`src/rtl/rtc_cal_pkg.sv`:
```
package rtc_cal_pkg;

  localparam int SEC_W  = 7;
  localparam int MIN_W  = 7;
  localparam int HOUR_W = 6;
  localparam int CENT_W = 7;
  localparam int YEAR_W = 8;
  localparam int MON_W  = 5;
  localparam int DOW_W  = 3;
  localparam int DATE_W = 6;
  localparam int WORD_W = 32;

  // word bit positions decoded by neighbouring logic
  localparam int SEC_LSB  = 0;
  localparam int MIN_LSB  = 8;
  localparam int HOUR_LSB = 16;
  localparam int PM_BIT   = 22;
  localparam int CENT_LSB = 0;
  localparam int YEAR_LSB = 8;
  localparam int MON_LSB  = 16;
  localparam int DOW_LSB  = 21;
  localparam int DATE_LSB = 24;

  typedef struct packed {
    logic              pm;
    logic [HOUR_W-1:0] hour;
    logic [MIN_W-1:0]  min;
    logic [SEC_W-1:0]  sec;
  } tod_t;

  typedef struct packed {
    logic [CENT_W-1:0] cent;
    logic [YEAR_W-1:0] year;
    logic [MON_W-1:0]  mon;
    logic [DOW_W-1:0]  dow;
    logic [DATE_W-1:0] date;
  } cal_t;

  function automatic logic [7:0] bcd_inc(input logic [7:0] v);
    if (v[3:0] == 4'h9) return {v[7:4] + 4'h1, 4'h0};
    else                return {v[7:4], v[3:0] + 4'h1};
  endfunction

  // BCD year divisible by 4: even tens digit with 0/4/8, odd tens with 2/6
  function automatic logic is_leap(input logic [7:0] y);
    if (y[4]) return (y[3:0] == 4'h2) || (y[3:0] == 4'h6);
    else      return (y[3:0] == 4'h0) || (y[3:0] == 4'h4) || (y[3:0] == 4'h8);
  endfunction

  function automatic logic [DATE_W-1:0] month_len(input logic [MON_W-1:0] m, input logic leap);
    case (m)
      5'h02:                      return leap ? 6'h29 : 6'h28;
      5'h04, 5'h06, 5'h09, 5'h11: return 6'h30;
      default:                    return 6'h31;
    endcase
  endfunction

endpackage

```
`src/rtl/rtc_upd_ctrl.sv`:
```
module rtc_upd_ctrl (
  input  logic clk_i,
  input  logic rst_ni,
  input  logic tick_i,
  input  logic upd_time_i,
  input  logic upd_cal_i,
  input  logic ack_clr_i,
  output logic freeze_time_o,
  output logic freeze_cal_o,
  output logic load_time_o,
  output logic load_cal_o,
  output logic ack_o
);
  localparam int NCH = 2;

  logic [NCH-1:0] req, load;
  logic           ack_q;

  assign req = {upd_cal_i, upd_time_i};

  for (genvar g = 0; g < NCH; g++) begin : g_ch
    logic req_q;
    always_ff @(posedge clk_i or negedge rst_ni) begin
      if (!rst_ni) req_q <= 1'b0;
      else         req_q <= req[g];
    end
    // load on request release
    assign load[g] = req_q & ~req[g];
  end

  always_ff @(posedge clk_i or negedge rst_ni) begin
    if (!rst_ni)               ack_q <= 1'b0;
    else if (tick_i && |req)   ack_q <= 1'b1;
    else if (ack_clr_i)        ack_q <= 1'b0;
  end

  assign freeze_time_o = req[0];
  assign freeze_cal_o  = req[1];
  assign load_time_o   = load[0];
  assign load_cal_o    = load[1];
  assign ack_o         = ack_q;

  AST_ACK_HOLD: assert property (@(posedge clk_i) disable iff (!rst_ni)
    (ack_o && !ack_clr_i) |=> ack_o);
  AST_ACK_CAUSE: assert property (@(posedge clk_i) disable iff (!rst_ni)
    $rose(ack_o) |-> $past(tick_i && (upd_time_i || upd_cal_i)));

endmodule

```
`src/rtl/rtc_tod_counter.sv`:
```
module rtc_tod_counter
  import rtc_cal_pkg::*;
(
  input  logic clk_i,
  input  logic rst_ni,
  input  logic tick_i,
  input  logic mode_12h_i,
  input  logic freeze_i,
  input  logic load_i,
  input  tod_t wdata_i,
  output tod_t tod_o,
  output logic day_carry_o,
  output logic ev_min_o,
  output logic ev_hour_o,
  output logic ev_midnight_o,
  output logic ev_noon_o
);
  tod_t       tod_q, tod_d;
  logic       step, min_step, hour_step, midnight, noon;
  logic [7:0] sec_inc, min_inc, hour_inc;
  logic       ev_min_q, ev_hour_q, ev_mid_q, ev_noon_q;

  always_comb begin
    sec_inc   = bcd_inc({1'b0, tod_q.sec});
    min_inc   = bcd_inc({1'b0, tod_q.min});
    hour_inc  = bcd_inc({2'b0, tod_q.hour});
    step      = tick_i & ~freeze_i & ~load_i;
    min_step  = step & (tod_q.sec == 7'h59);
    hour_step = min_step & (tod_q.min == 7'h59);
    if (mode_12h_i) begin
      midnight = (tod_q.hour == 6'h11) &  tod_q.pm;
      noon     = (tod_q.hour == 6'h11) & ~tod_q.pm;
    end else begin
      midnight = (tod_q.hour == 6'h23);
      noon     = (tod_q.hour == 6'h11);
    end

    tod_d = tod_q;
    if (load_i) begin
      tod_d = wdata_i;
    end else if (step) begin
      tod_d.sec = (tod_q.sec == 7'h59) ? 7'h00 : sec_inc[SEC_W-1:0];
      if (min_step) tod_d.min = (tod_q.min == 7'h59) ? 7'h00 : min_inc[MIN_W-1:0];
      if (hour_step) begin
        if (mode_12h_i) begin
          tod_d.hour = (tod_q.hour == 6'h12) ? 6'h01 : hour_inc[HOUR_W-1:0];
          if (tod_q.hour == 6'h11) tod_d.pm = ~tod_q.pm;
        end else begin
          tod_d.hour = midnight ? 6'h00 : hour_inc[HOUR_W-1:0];
        end
      end
    end
  end

  always_ff @(posedge clk_i or negedge rst_ni) begin
    if (!rst_ni) begin
      tod_q     <= '0;
      ev_min_q  <= 1'b0;
      ev_hour_q <= 1'b0;
      ev_mid_q  <= 1'b0;
      ev_noon_q <= 1'b0;
    end else begin
      tod_q     <= tod_d;
      ev_min_q  <= min_step;
      ev_hour_q <= hour_step;
      ev_mid_q  <= hour_step & midnight;
      ev_noon_q <= hour_step & noon;
    end
  end

  assign tod_o         = tod_q;
  assign day_carry_o   = hour_step & midnight;
  assign ev_min_o      = ev_min_q;
  assign ev_hour_o     = ev_hour_q;
  assign ev_midnight_o = ev_mid_q;
  assign ev_noon_o     = ev_noon_q;

  AST_TIME_FROZEN: assert property (@(posedge clk_i) disable iff (!rst_ni)
    freeze_i |=> $stable(tod_q));
  AST_MIDNIGHT_HOUR: assert property (@(posedge clk_i) disable iff (!rst_ni)
    ev_midnight_o |-> (tod_q.hour == ($past(mode_12h_i) ? 6'h12 : 6'h00)));
  AST_NOON_HOUR: assert property (@(posedge clk_i) disable iff (!rst_ni)
    ev_noon_o |-> (tod_q.hour == 6'h12));
  AST_NOON_PM: assert property (@(posedge clk_i) disable iff (!rst_ni)
    (ev_noon_o && $past(mode_12h_i)) |-> tod_q.pm);

endmodule

```
`src/rtl/rtc_date_counter.sv`:
```
module rtc_date_counter
  import rtc_cal_pkg::*;
#(
  parameter logic [CENT_W-1:0] RST_CENT = 7'h20,
  parameter logic [YEAR_W-1:0] RST_YEAR = 8'h00,
  parameter logic [MON_W-1:0]  RST_MON  = 5'h01,
  parameter logic [DOW_W-1:0]  RST_DOW  = 3'd1,
  parameter logic [DATE_W-1:0] RST_DATE = 6'h01
) (
  input  logic clk_i,
  input  logic rst_ni,
  input  logic day_inc_i,
  input  logic freeze_i,
  input  logic load_i,
  input  cal_t wdata_i,
  output cal_t cal_o,
  output logic ev_week_o,
  output logic ev_month_o,
  output logic ev_year_o
);
  localparam logic [DOW_W-1:0] DOW_LAST = 3'd7;

  cal_t       cal_q, cal_d;
  logic       step, date_wrap, mon_step, year_step;
  logic [7:0] date_inc, mon_inc, year_inc, cent_inc;
  logic       ev_week_q, ev_mon_q, ev_year_q;

  always_comb begin
    date_inc  = bcd_inc({2'b0, cal_q.date});
    mon_inc   = bcd_inc({3'b0, cal_q.mon});
    year_inc  = bcd_inc(cal_q.year);
    cent_inc  = bcd_inc({1'b0, cal_q.cent});
    step      = day_inc_i & ~freeze_i & ~load_i;
    date_wrap = (cal_q.date == month_len(cal_q.mon, is_leap(cal_q.year)));
    mon_step  = step & date_wrap;
    year_step = mon_step & (cal_q.mon == 5'h12);

    cal_d = cal_q;
    if (load_i) begin
      cal_d = wdata_i;
    end else if (step) begin
      cal_d.dow  = (cal_q.dow == DOW_LAST) ? 3'd1 : cal_q.dow + 3'd1;
      cal_d.date = date_wrap ? 6'h01 : date_inc[DATE_W-1:0];
      if (mon_step) cal_d.mon = (cal_q.mon == 5'h12) ? 5'h01 : mon_inc[MON_W-1:0];
      if (year_step) begin
        cal_d.year = (cal_q.year == 8'h99) ? 8'h00 : year_inc;
        if (cal_q.year == 8'h99) cal_d.cent = cent_inc[CENT_W-1:0];
      end
    end
  end

  always_ff @(posedge clk_i or negedge rst_ni) begin
    if (!rst_ni) begin
      cal_q     <= '{cent: RST_CENT, year: RST_YEAR, mon: RST_MON, dow: RST_DOW, date: RST_DATE};
      ev_week_q <= 1'b0;
      ev_mon_q  <= 1'b0;
      ev_year_q <= 1'b0;
    end else begin
      cal_q     <= cal_d;
      ev_week_q <= step & (cal_q.dow == DOW_LAST);
      ev_mon_q  <= mon_step;
      ev_year_q <= year_step;
    end
  end

  assign cal_o      = cal_q;
  assign ev_week_o  = ev_week_q;
  assign ev_month_o = ev_mon_q;
  assign ev_year_o  = ev_year_q;

  AST_CAL_FROZEN: assert property (@(posedge clk_i) disable iff (!rst_ni)
    freeze_i |=> $stable(cal_q));
  AST_WEEK_START: assert property (@(posedge clk_i) disable iff (!rst_ni)
    ev_week_o |-> (cal_q.dow == 3'd1));
  AST_MONTH_FIRST: assert property (@(posedge clk_i) disable iff (!rst_ni)
    ev_month_o |-> (cal_q.date == 6'h01));
  AST_YEAR_JAN: assert property (@(posedge clk_i) disable iff (!rst_ni)
    ev_year_o |-> (cal_q.mon == 5'h01));

endmodule

```
`src/rtl/rtc_calendar_core.sv`:
```
module rtc_calendar_core
  import rtc_cal_pkg::*;
#(
  parameter logic [CENT_W-1:0] RST_CENT = 7'h20,
  parameter logic [YEAR_W-1:0] RST_YEAR = 8'h00,
  parameter logic [MON_W-1:0]  RST_MON  = 5'h01,
  parameter logic [DOW_W-1:0]  RST_DOW  = 3'd1,
  parameter logic [DATE_W-1:0] RST_DATE = 6'h01
) (
  input  logic              clk_i,
  input  logic              rst_ni,
  input  logic              tick_i,
  input  logic              mode_12h_i,
  input  logic              upd_time_i,
  input  logic              upd_cal_i,
  input  logic              ack_clr_i,
  input  logic [WORD_W-1:0] time_wdata_i,
  input  logic [WORD_W-1:0] cal_wdata_i,
  output logic [WORD_W-1:0] time_o,
  output logic [WORD_W-1:0] cal_o,
  output logic              ack_o,
  output logic              ev_min_o,
  output logic              ev_hour_o,
  output logic              ev_midnight_o,
  output logic              ev_noon_o,
  output logic              ev_week_o,
  output logic              ev_month_o,
  output logic              ev_year_o
);
  logic freeze_time, freeze_cal, load_time, load_cal, day_carry;
  tod_t tod_wr, tod;
  cal_t cal_wr, cal;
  logic unused_wdata;

  always_comb begin
    tod_wr.sec  = time_wdata_i[SEC_LSB  +: SEC_W];
    tod_wr.min  = time_wdata_i[MIN_LSB  +: MIN_W];
    tod_wr.hour = time_wdata_i[HOUR_LSB +: HOUR_W];
    tod_wr.pm   = time_wdata_i[PM_BIT];
    cal_wr.cent = cal_wdata_i[CENT_LSB +: CENT_W];
    cal_wr.year = cal_wdata_i[YEAR_LSB +: YEAR_W];
    cal_wr.mon  = cal_wdata_i[MON_LSB  +: MON_W];
    cal_wr.dow  = cal_wdata_i[DOW_LSB  +: DOW_W];
    cal_wr.date = cal_wdata_i[DATE_LSB +: DATE_W];
  end

  assign unused_wdata = ^{time_wdata_i[31:23], time_wdata_i[15], time_wdata_i[7],
                          cal_wdata_i[31:30], cal_wdata_i[7]};

  rtc_upd_ctrl u_upd (
    .clk_i         (clk_i),
    .rst_ni        (rst_ni),
    .tick_i        (tick_i),
    .upd_time_i    (upd_time_i),
    .upd_cal_i     (upd_cal_i),
    .ack_clr_i     (ack_clr_i),
    .freeze_time_o (freeze_time),
    .freeze_cal_o  (freeze_cal),
    .load_time_o   (load_time),
    .load_cal_o    (load_cal),
    .ack_o         (ack_o)
  );

  rtc_tod_counter u_tod (
    .clk_i         (clk_i),
    .rst_ni        (rst_ni),
    .tick_i        (tick_i),
    .mode_12h_i    (mode_12h_i),
    .freeze_i      (freeze_time),
    .load_i        (load_time),
    .wdata_i       (tod_wr),
    .tod_o         (tod),
    .day_carry_o   (day_carry),
    .ev_min_o      (ev_min_o),
    .ev_hour_o     (ev_hour_o),
    .ev_midnight_o (ev_midnight_o),
    .ev_noon_o     (ev_noon_o)
  );

  rtc_date_counter #(
    .RST_CENT (RST_CENT),
    .RST_YEAR (RST_YEAR),
    .RST_MON  (RST_MON),
    .RST_DOW  (RST_DOW),
    .RST_DATE (RST_DATE)
  ) u_date (
    .clk_i      (clk_i),
    .rst_ni     (rst_ni),
    .day_inc_i  (day_carry),
    .freeze_i   (freeze_cal),
    .load_i     (load_cal),
    .wdata_i    (cal_wr),
    .cal_o      (cal),
    .ev_week_o  (ev_week_o),
    .ev_month_o (ev_month_o),
    .ev_year_o  (ev_year_o)
  );

  always_comb begin
    time_o = '0;
    time_o[SEC_LSB  +: SEC_W]  = tod.sec;
    time_o[MIN_LSB  +: MIN_W]  = tod.min;
    time_o[HOUR_LSB +: HOUR_W] = tod.hour;
    time_o[PM_BIT]             = tod.pm;
    cal_o = '0;
    cal_o[CENT_LSB +: CENT_W] = cal.cent;
    cal_o[YEAR_LSB +: YEAR_W] = cal.year;
    cal_o[MON_LSB  +: MON_W]  = cal.mon;
    cal_o[DOW_LSB  +: DOW_W]  = cal.dow;
    cal_o[DATE_LSB +: DATE_W] = cal.date;
  end

endmodule

```
`config.mk`:
```
export PLATFORM = sky130hd
export DESIGN_NAME = rtc_calendar_core
export DESIGN_NICKNAME = d
export VERILOG_FILES = /design/src/rtl/rtc_cal_pkg.sv /design/src/rtl/rtc_upd_ctrl.sv /design/src/rtl/rtc_tod_counter.sv /design/src/rtl/rtc_date_counter.sv /design/src/rtl/rtc_calendar_core.sv
export SDC_FILE = /design/constraint.sdc
export NUM_CORES = 1
export LEC_CHECK = 0
export BUFFER_PORTS_ARGS = -buffer_cell sky130_fd_sc_hd__buf_2
export CAP_MARGIN = 0
export CORE_ASPECT_RATIO = 0.75
export CORE_MARGIN = 1.5
export CORE_UTILIZATION = 50
export DETAILED_ROUTE_END_ITERATION = 6
export PLACE_DENSITY_LB_ADDON = 0.1
export SLEW_MARGIN = 0
export SYNTH_ARGS = -nofsm -noshare
export SYNTH_HDL_FRONTEND = slang
export SYNTH_SLANG_ARGS = --single-unit
```
`constraint.sdc`:
```
create_clock -name clk_i -period 2.96 [get_ports clk_i]
set_input_delay 0.444 -clock clk_i [delete_from_list [all_inputs] [get_ports clk_i]]
set_output_delay 0.444 -clock clk_i [all_outputs]
set_load 0.1 [all_outputs]
```
Word level (Yosys, flattened, before mapping)
Cells that the tools add are included.
Storage, ports and cells
  register bits: 60
  bits of input ports: 71
  output and inout port bits: 72
  logic and storage cells: 154
Cells by class
  add/sub/neg operators: 15
  equal/unequal tests: 25
  muxes and demuxes: 34
  bitwise gates (word level): 20
  reductions and logical operators: 35
Operators by type and width (number)
  $mux W29: 2
  $mux W7: 8
  $mux W21: 2
  $mux W6: 6
  $add A4 B1 Y4 const B: 8
  $eq A4 B4 Y1 const B: 8
  $reduce_bool A2 Y1: 11
  $mux W8: 2
  $and A1 B1 Y1: 15
  $mux W15: 1
  $mux W5: 3
  $reduce_bool A3 Y1: 5
  $eq A7 B7 Y1 const B: 2
  $add A3 B1 Y3 const B: 4
  $eq A6 B5 Y1 const B: 2
  $pmux W6 S2: 1
  $reduce_and A2 Y1: 6
  $reduce_and A3 Y1: 4
  $eq A5 B3 Y1 const B: 2
  $eq A5 B5 Y1 const B: 2
  $eq A4 B3 Y1 const B: 2
  $eq A8 B8 Y1 const B: 1
  $mux W1: 8
  $reduce_and A4 Y1: 2
  15 further kinds: 22

Logic depth before layout (Yosys ltp)
  word-level depth: 14
  mapped depth: 11
  gate-level depth less buffers: 9

Hierarchy
Synthesis repeated with hierarchy kept, for this count alone.
Second synthesis, totals
  cell total of the unflattened synthesis: 476
  area, all modules: 4186.5 sq um
By module, submodules not included
  rtc_date_counter: times used 1, cells an instance 271, area each 2282.2 sq um, sequential area each 805.8 sq um
  rtc_tod_counter: times used 1, cells an instance 180, area each 1679.1 sq um, sequential area each 625.6 sq um
  rtc_upd_ctrl: times used 1, cells an instance 10, area each 116.4 sq um, sequential area each 75.1 sq um
  rtc_calendar_core: times used 1, cells an instance 15, area each 108.9 sq um, sequential area each 0.0 sq um

Worst setup path after synthesis
OpenSTA, ideal clock, no wires.
  path type: register to register
  start: register u_tod.tod_q (netlist bit u_tod.tod_o[19])
  end: register u_date.cal_q (netlist bit u_date.cal_o[28])
  setup time: 0.088 ns
  arrival time: 3.209 ns
  required time: 2.872 ns
  path slack: -0.337 ns
  stages on the path, launching flop included: 8
  path buffers: 0
  period minus slack after synthesis: 3.297 ns
  cells stage by stage: dfrtp_1 -> ha_1 -> or4b_2 -> o22a_1 -> nand4b_1 -> a2111oi_4 -> mux2_2 -> o211ai_1
Between the ends
  word-level cells in the longest chain between the ends: 10
  elaborated cells on any way between the ends: 12
  those cells by class: eq/ne: 2; mux: 1; bitwise: 6; reduce/logical: 3
RTL lines
  from (decl): line rtc_tod_counter.sv:18  | tod_t tod_q, tod_d;
  from (signal assigned): line rtc_tod_counter.sv:63  | tod_q <= tod_d;
  $eq A6 B5 Y1: line rtc_tod_counter.sv:31  | midnight = (tod_q.hour == 6'h11) & tod_q.pm;
  $and A1 B1 Y1: line rtc_tod_counter.sv:31
  $mux W1 (*): line rtc_tod_counter.sv:30  | if (mode_12h_i) begin
  $and A1 B1 Y1 (*): line rtc_tod_counter.sv:72  | assign day_carry_o = hour_step & midnight;
  $and A1 B1 Y1 (*) (2 in series): line rtc_date_counter.sv:33  | step = day_inc_i & ~freeze_i & ~load_i;
  $and A1 B1 Y1: line rtc_date_counter.sv:35  | mon_step = step & date_wrap;
  $and A1 B1 Y1: line rtc_date_counter.sv:36  | year_step = mon_step & (cal_q.mon == 5'h12);
  $reduce_bool A2 Y1 (no source line)
  $reduce_and A4 Y1 (no source line) (*)
  to (signal assigned): line rtc_date_counter.sv:54  | cal_q <= '{cent: RST_CENT, year: RST_YEAR, mon: RST_MON, dow: RST_DOW, date: RST_DATE};
  to (signal assigned): line rtc_date_counter.sv:59  | cal_q <= cal_d;
  to (decl): line rtc_date_counter.sv:23  | cal_t cal_q, cal_d;
Every way passes the cells marked *; elsewhere a longest branch is shown, timed or not.
A chain may end at the register's enable or synchronous reset.

Worst setup path in the final report
  start: register u_date.cal_q (netlist bit u_date.cal_o[11])
  end: register u_date.cal_q (netlist bit u_date.cal_o[19])
Between the ends
  word-level cells in the longest chain between the ends: 8
  elaborated cells on any way between the ends: 13
  those cells by class: eq/ne: 7; mux: 1; bitwise: 2; reduce/logical: 3
RTL lines
  $eq A5 B3 Y1, or another cell as far along: line rtc_cal_pkg.sv:51  | case (m)
  $reduce_or A4 Y1: line rtc_cal_pkg.sv:51
  $pmux W6 S2: line rtc_cal_pkg.sv:51
  $eq A6 B6 Y1: line rtc_date_counter.sv:34  | date_wrap = (cal_q.date == month_len(cal_q.mon, is_leap(cal_q.year)));
  $and A1 B1 Y1: line rtc_date_counter.sv:35
  $and A1 B1 Y1 (*): line rtc_date_counter.sv:36
  $reduce_bool A2 Y1 (no source line) (*)
  $reduce_and A3 Y1 (no source line) (*)
Marks and branches as above.

==> out/metrics.yaml <==
grt_pass1_vias: 3483
tightestPinTransition_ns: 0.755
drive_gt1_share_pct: 30.6
worstPathRequired_ns: 3.21
finalCriticalPeriod_ns: 2.84
layout_common_cells: "buf_2, nand2_1, dfrtp_1"
regArea_um2: 1530
worst_setup_path_start_kind: "flop"
worst-path-buf-inv: 0
max_freq_ghz: 0.352
setup_viol: 0
rsz0062_at_grt: "false"
htree_num_levels: 3
peakVddDrop_mv: 0.562
multi_input_comb_area_um2: 2300
fp.dieW_um: 106
grt_pass1_wl_um: 17300
fill_cells: 713
crit_family: "simple AND/OR/NAND/NOR gates"
grt_max_degree: 41
reg2reg_from: "u_date.cal_o[11]"
critPathMaxStageDelay_ns: 0.58
place_congestion: 0.955
hold_path.class: "input pin to asynchronous set/reset pin"
synthCells: 464
fin_skew_ns: 0.0101
p_total_mw: 3.33
route.met3.wl_um: 724
coreArea_um2: 7810
pwr-share-clk_pct: 23.3
critical_path_class: "flop to flop"
fin_area_um2: 4960
cpMaxStageDelayCell: "or4b_4"
io_pins: 143
setup-tns-final_ns: 0
outcome: "completed"
path_clk_slew_ns: 0.08
clkLatencyLatePin_ns: 0.34
wirelength_um: 10800
drtIter0Drc: 302
slew_viol_final: 0
syn_to_final_growth_pct: 23.9
fin_crit_sh_pct: 95.9
slew-limit-headroom_pct: 49.2
hold_viol_final: 0
dr.max_layer_used: "met4"
grt_usage_pct: 25.7
ys.flop_type: "dfrtp_1"
yosys_warnings: 0
cts_inserted_buffers: 9
synth.avg_cell_area_um2: 8.62
ys_types: 65
power-per-cell-area_nw_per_um2: 671
design.die.area_um2: 8550
wl_met2_um: 4580
combPwrFrac_pct: 43.4
worstPathArrival_ns: 3.09
post_drt_via_cell_ratio: 5.74
grt_overflow_total: 0
p_sw_share_pct: 49.9
endpoint_kind: "flop"
vias: 3998
io_buffers: 114
cts_root_buffer: "clkbuf_8"
clock-sinks: 60
p_leak_nw: 2.24
met1_length_um: 5290
p_sw_mw: 1.66
drc: 0
nNetsFinal: 675
start_util_pct: 51.2
die_h_um: 80.5
startpoint: "u_date.cal_o[11]"
synth_seq_area_share_pct: 37.6
holdBufCountCts: 0
path_cells: "or4b_4, nor4b_2, o211ai_2, a21oi_1, nand3_1, o211ai_1"
placed_cell_area_um2: 4730
hpwl_um: 7780
core.rowCount: 28
antenna_cells: 0
cts_max_path_buffers: 2
synth_edf_count: 0
crit_fanout: 10
final_common_cell: "buf_2"
ys_ff_latch: 60
drt.antenna.violating_nets: 0
antenna_found_initial: 0
netlist_area_um2: 4000
cts_tree: "yes"
internal_power_mw: 1.67
wl_per_cell_um: 15.4
synthArstFlopShare_pct: 100
seqPwrFrac_pct: 33.4
maxCapViolations: 0
firstDrtPassIters: 4
[final cells by class]
class / count / area share (%)
timing repair buffer: 133 / 14.6
tap: 105 / 2.65
clock buffer: 12 / 3.13
inverter: 19 / 1.44
multi-input combinational: 364 / 46.4
clock inverter: 4 / 0.959
sequential: 60 / 30.8
[final timing paths]
| path | depth (start not counted) | to | slack [ns] |
|---|---|---|---|
| min in group clk_i | 2 | u_upd.ack_o | 0.29 |
| max in group asynchronous | 2 | u_date.cal_o[27] | 2.24 |
| worst min register to register | 2 | u_upd.ack_o | 0.54 |
| worst min-delay path | 1 | u_tod.tod_o[17] | 0.06 |
| worst max-delay path | 6 | u_date.cal_o[19] | 0.12 |
| worst max register to register | 6 | u_date.cal_o[19] | 0.12 |
[repair_timing]
item	4_1_cts	5_1_grt
setup endpoints to repair	0	4
setup buffers	0	3
gates resized for setup	0	3
[registers in the layout, summed over array words and instances, names as in the netlist]
register             count
u_date.cal_o            29
u_tod.ev_min_o           1
u_tod.tod_o             21
u_date.ev_year_o         1
u_upd.g_ch.req_q         2
u_upd.ack_o              1
u_tod.ev_noon_o          1
u_tod.ev_midnight_o      1
u_date.ev_month_o        1
u_tod.ev_hour_o          1
u_date.ev_week_o         1
[power groups by stage]
| stage | Sequential, mW | Clock [mW] | Combinational (mW) |
|---|---|---|---|
| final | 1.11 | 0.774 | 1.44 |
| after global routing | 1.13 | 0.823 | 1.53 |
| after CTS | 1.11 | 0.789 | 1.44 |
| after detailed placement | 1.12 | 0 | 1.44 |
| after global placement | 1.11 | 0 | 1.42 |
| after floorplan | 1.84 | 0 | 0.444 |
[synthesized netlist by cell type, types with 3 or more instances]
master     n  area [um^2]
nor2b_1    7         43.8
or3_1      7         43.8
a211o_1    4         35.0
dfstp_2    4          105
xor2_1     3         26.3
and3_1     3         18.8
nand3_1   10         50.1
o211ai_1  13         97.6
o21ai_0   35          175
nand4b_1   5         43.8
nor4b_1    3         26.3
nor3_1    12         60.1
a211oi_1   5         37.5
a31oi_1    9         56.3
dfrtp_1   56         1400
nand2_1   62          233
nor2_1    37          139
a21oi_1   29          145
mux2i_1    4         40.0
clkbuf_1  17         63.8
ha_1      17          213
inv_1     19         71.3
or2_2      3         18.8
nand3b_1   7         52.6
nor4_1     4         25.0
buf_4     14          105
a221o_1    4         40.0
xnor2_1    3         26.3
nor3b_1    6         45.0
a22oi_1    5         37.5
nand2b_1   9         56.3
or4_1      5         37.5
[layer usage]
| metal | vias up | global-route usage [%] |
|---|---|---|
| met1 | 1898 | 36.9 |
| met4 | 0 | 8.11 |
| met2 | 162 | 37.9 |
| met5 | - | 0 |
| li1 | 1919 | - |
| met3 | 19 | 6.01 |
[kinds of logic after synthesis]
family | count (synthesis) | synth area share (%)
multiplexers | 6 | 1.56
flip-flops | 60 | 37.6
AND/OR/NAND/NOR | 194 | 25.8
adder cells (fa/ha/maj) | 17 | 5.32
AO/OA/AOI/OAI | 127 | 21.8
buffers and inverters | 53 | 6.54
other | 1 | 0.0937
XOR/XNOR | 6 | 1.31
[worst reg2reg max path, delay by kind of cell (launching register included)]
family	cells	cell delay (ns)
and+or+nand+nor	3	1.20
AOI/OAI and AO/OA	3	1.04
DFF	1	0.52
[metrics by stage]
stage	hold slack, ns	instances	util (%)	setup slack (ns)
2_1_floorplan	0.148	477	-	0.0136
3_3_place_gp	0.434	678	60.5	0.135
3_5_place_dp	0.437	678	60.5	0.123
4_1_cts	0.0653	694	63.1	0.124
5_1_grt	0.0852	697	63.5	0.0159
6_report	0.0615	697	63.5	0.120
(Power assumes the default switching activity.)
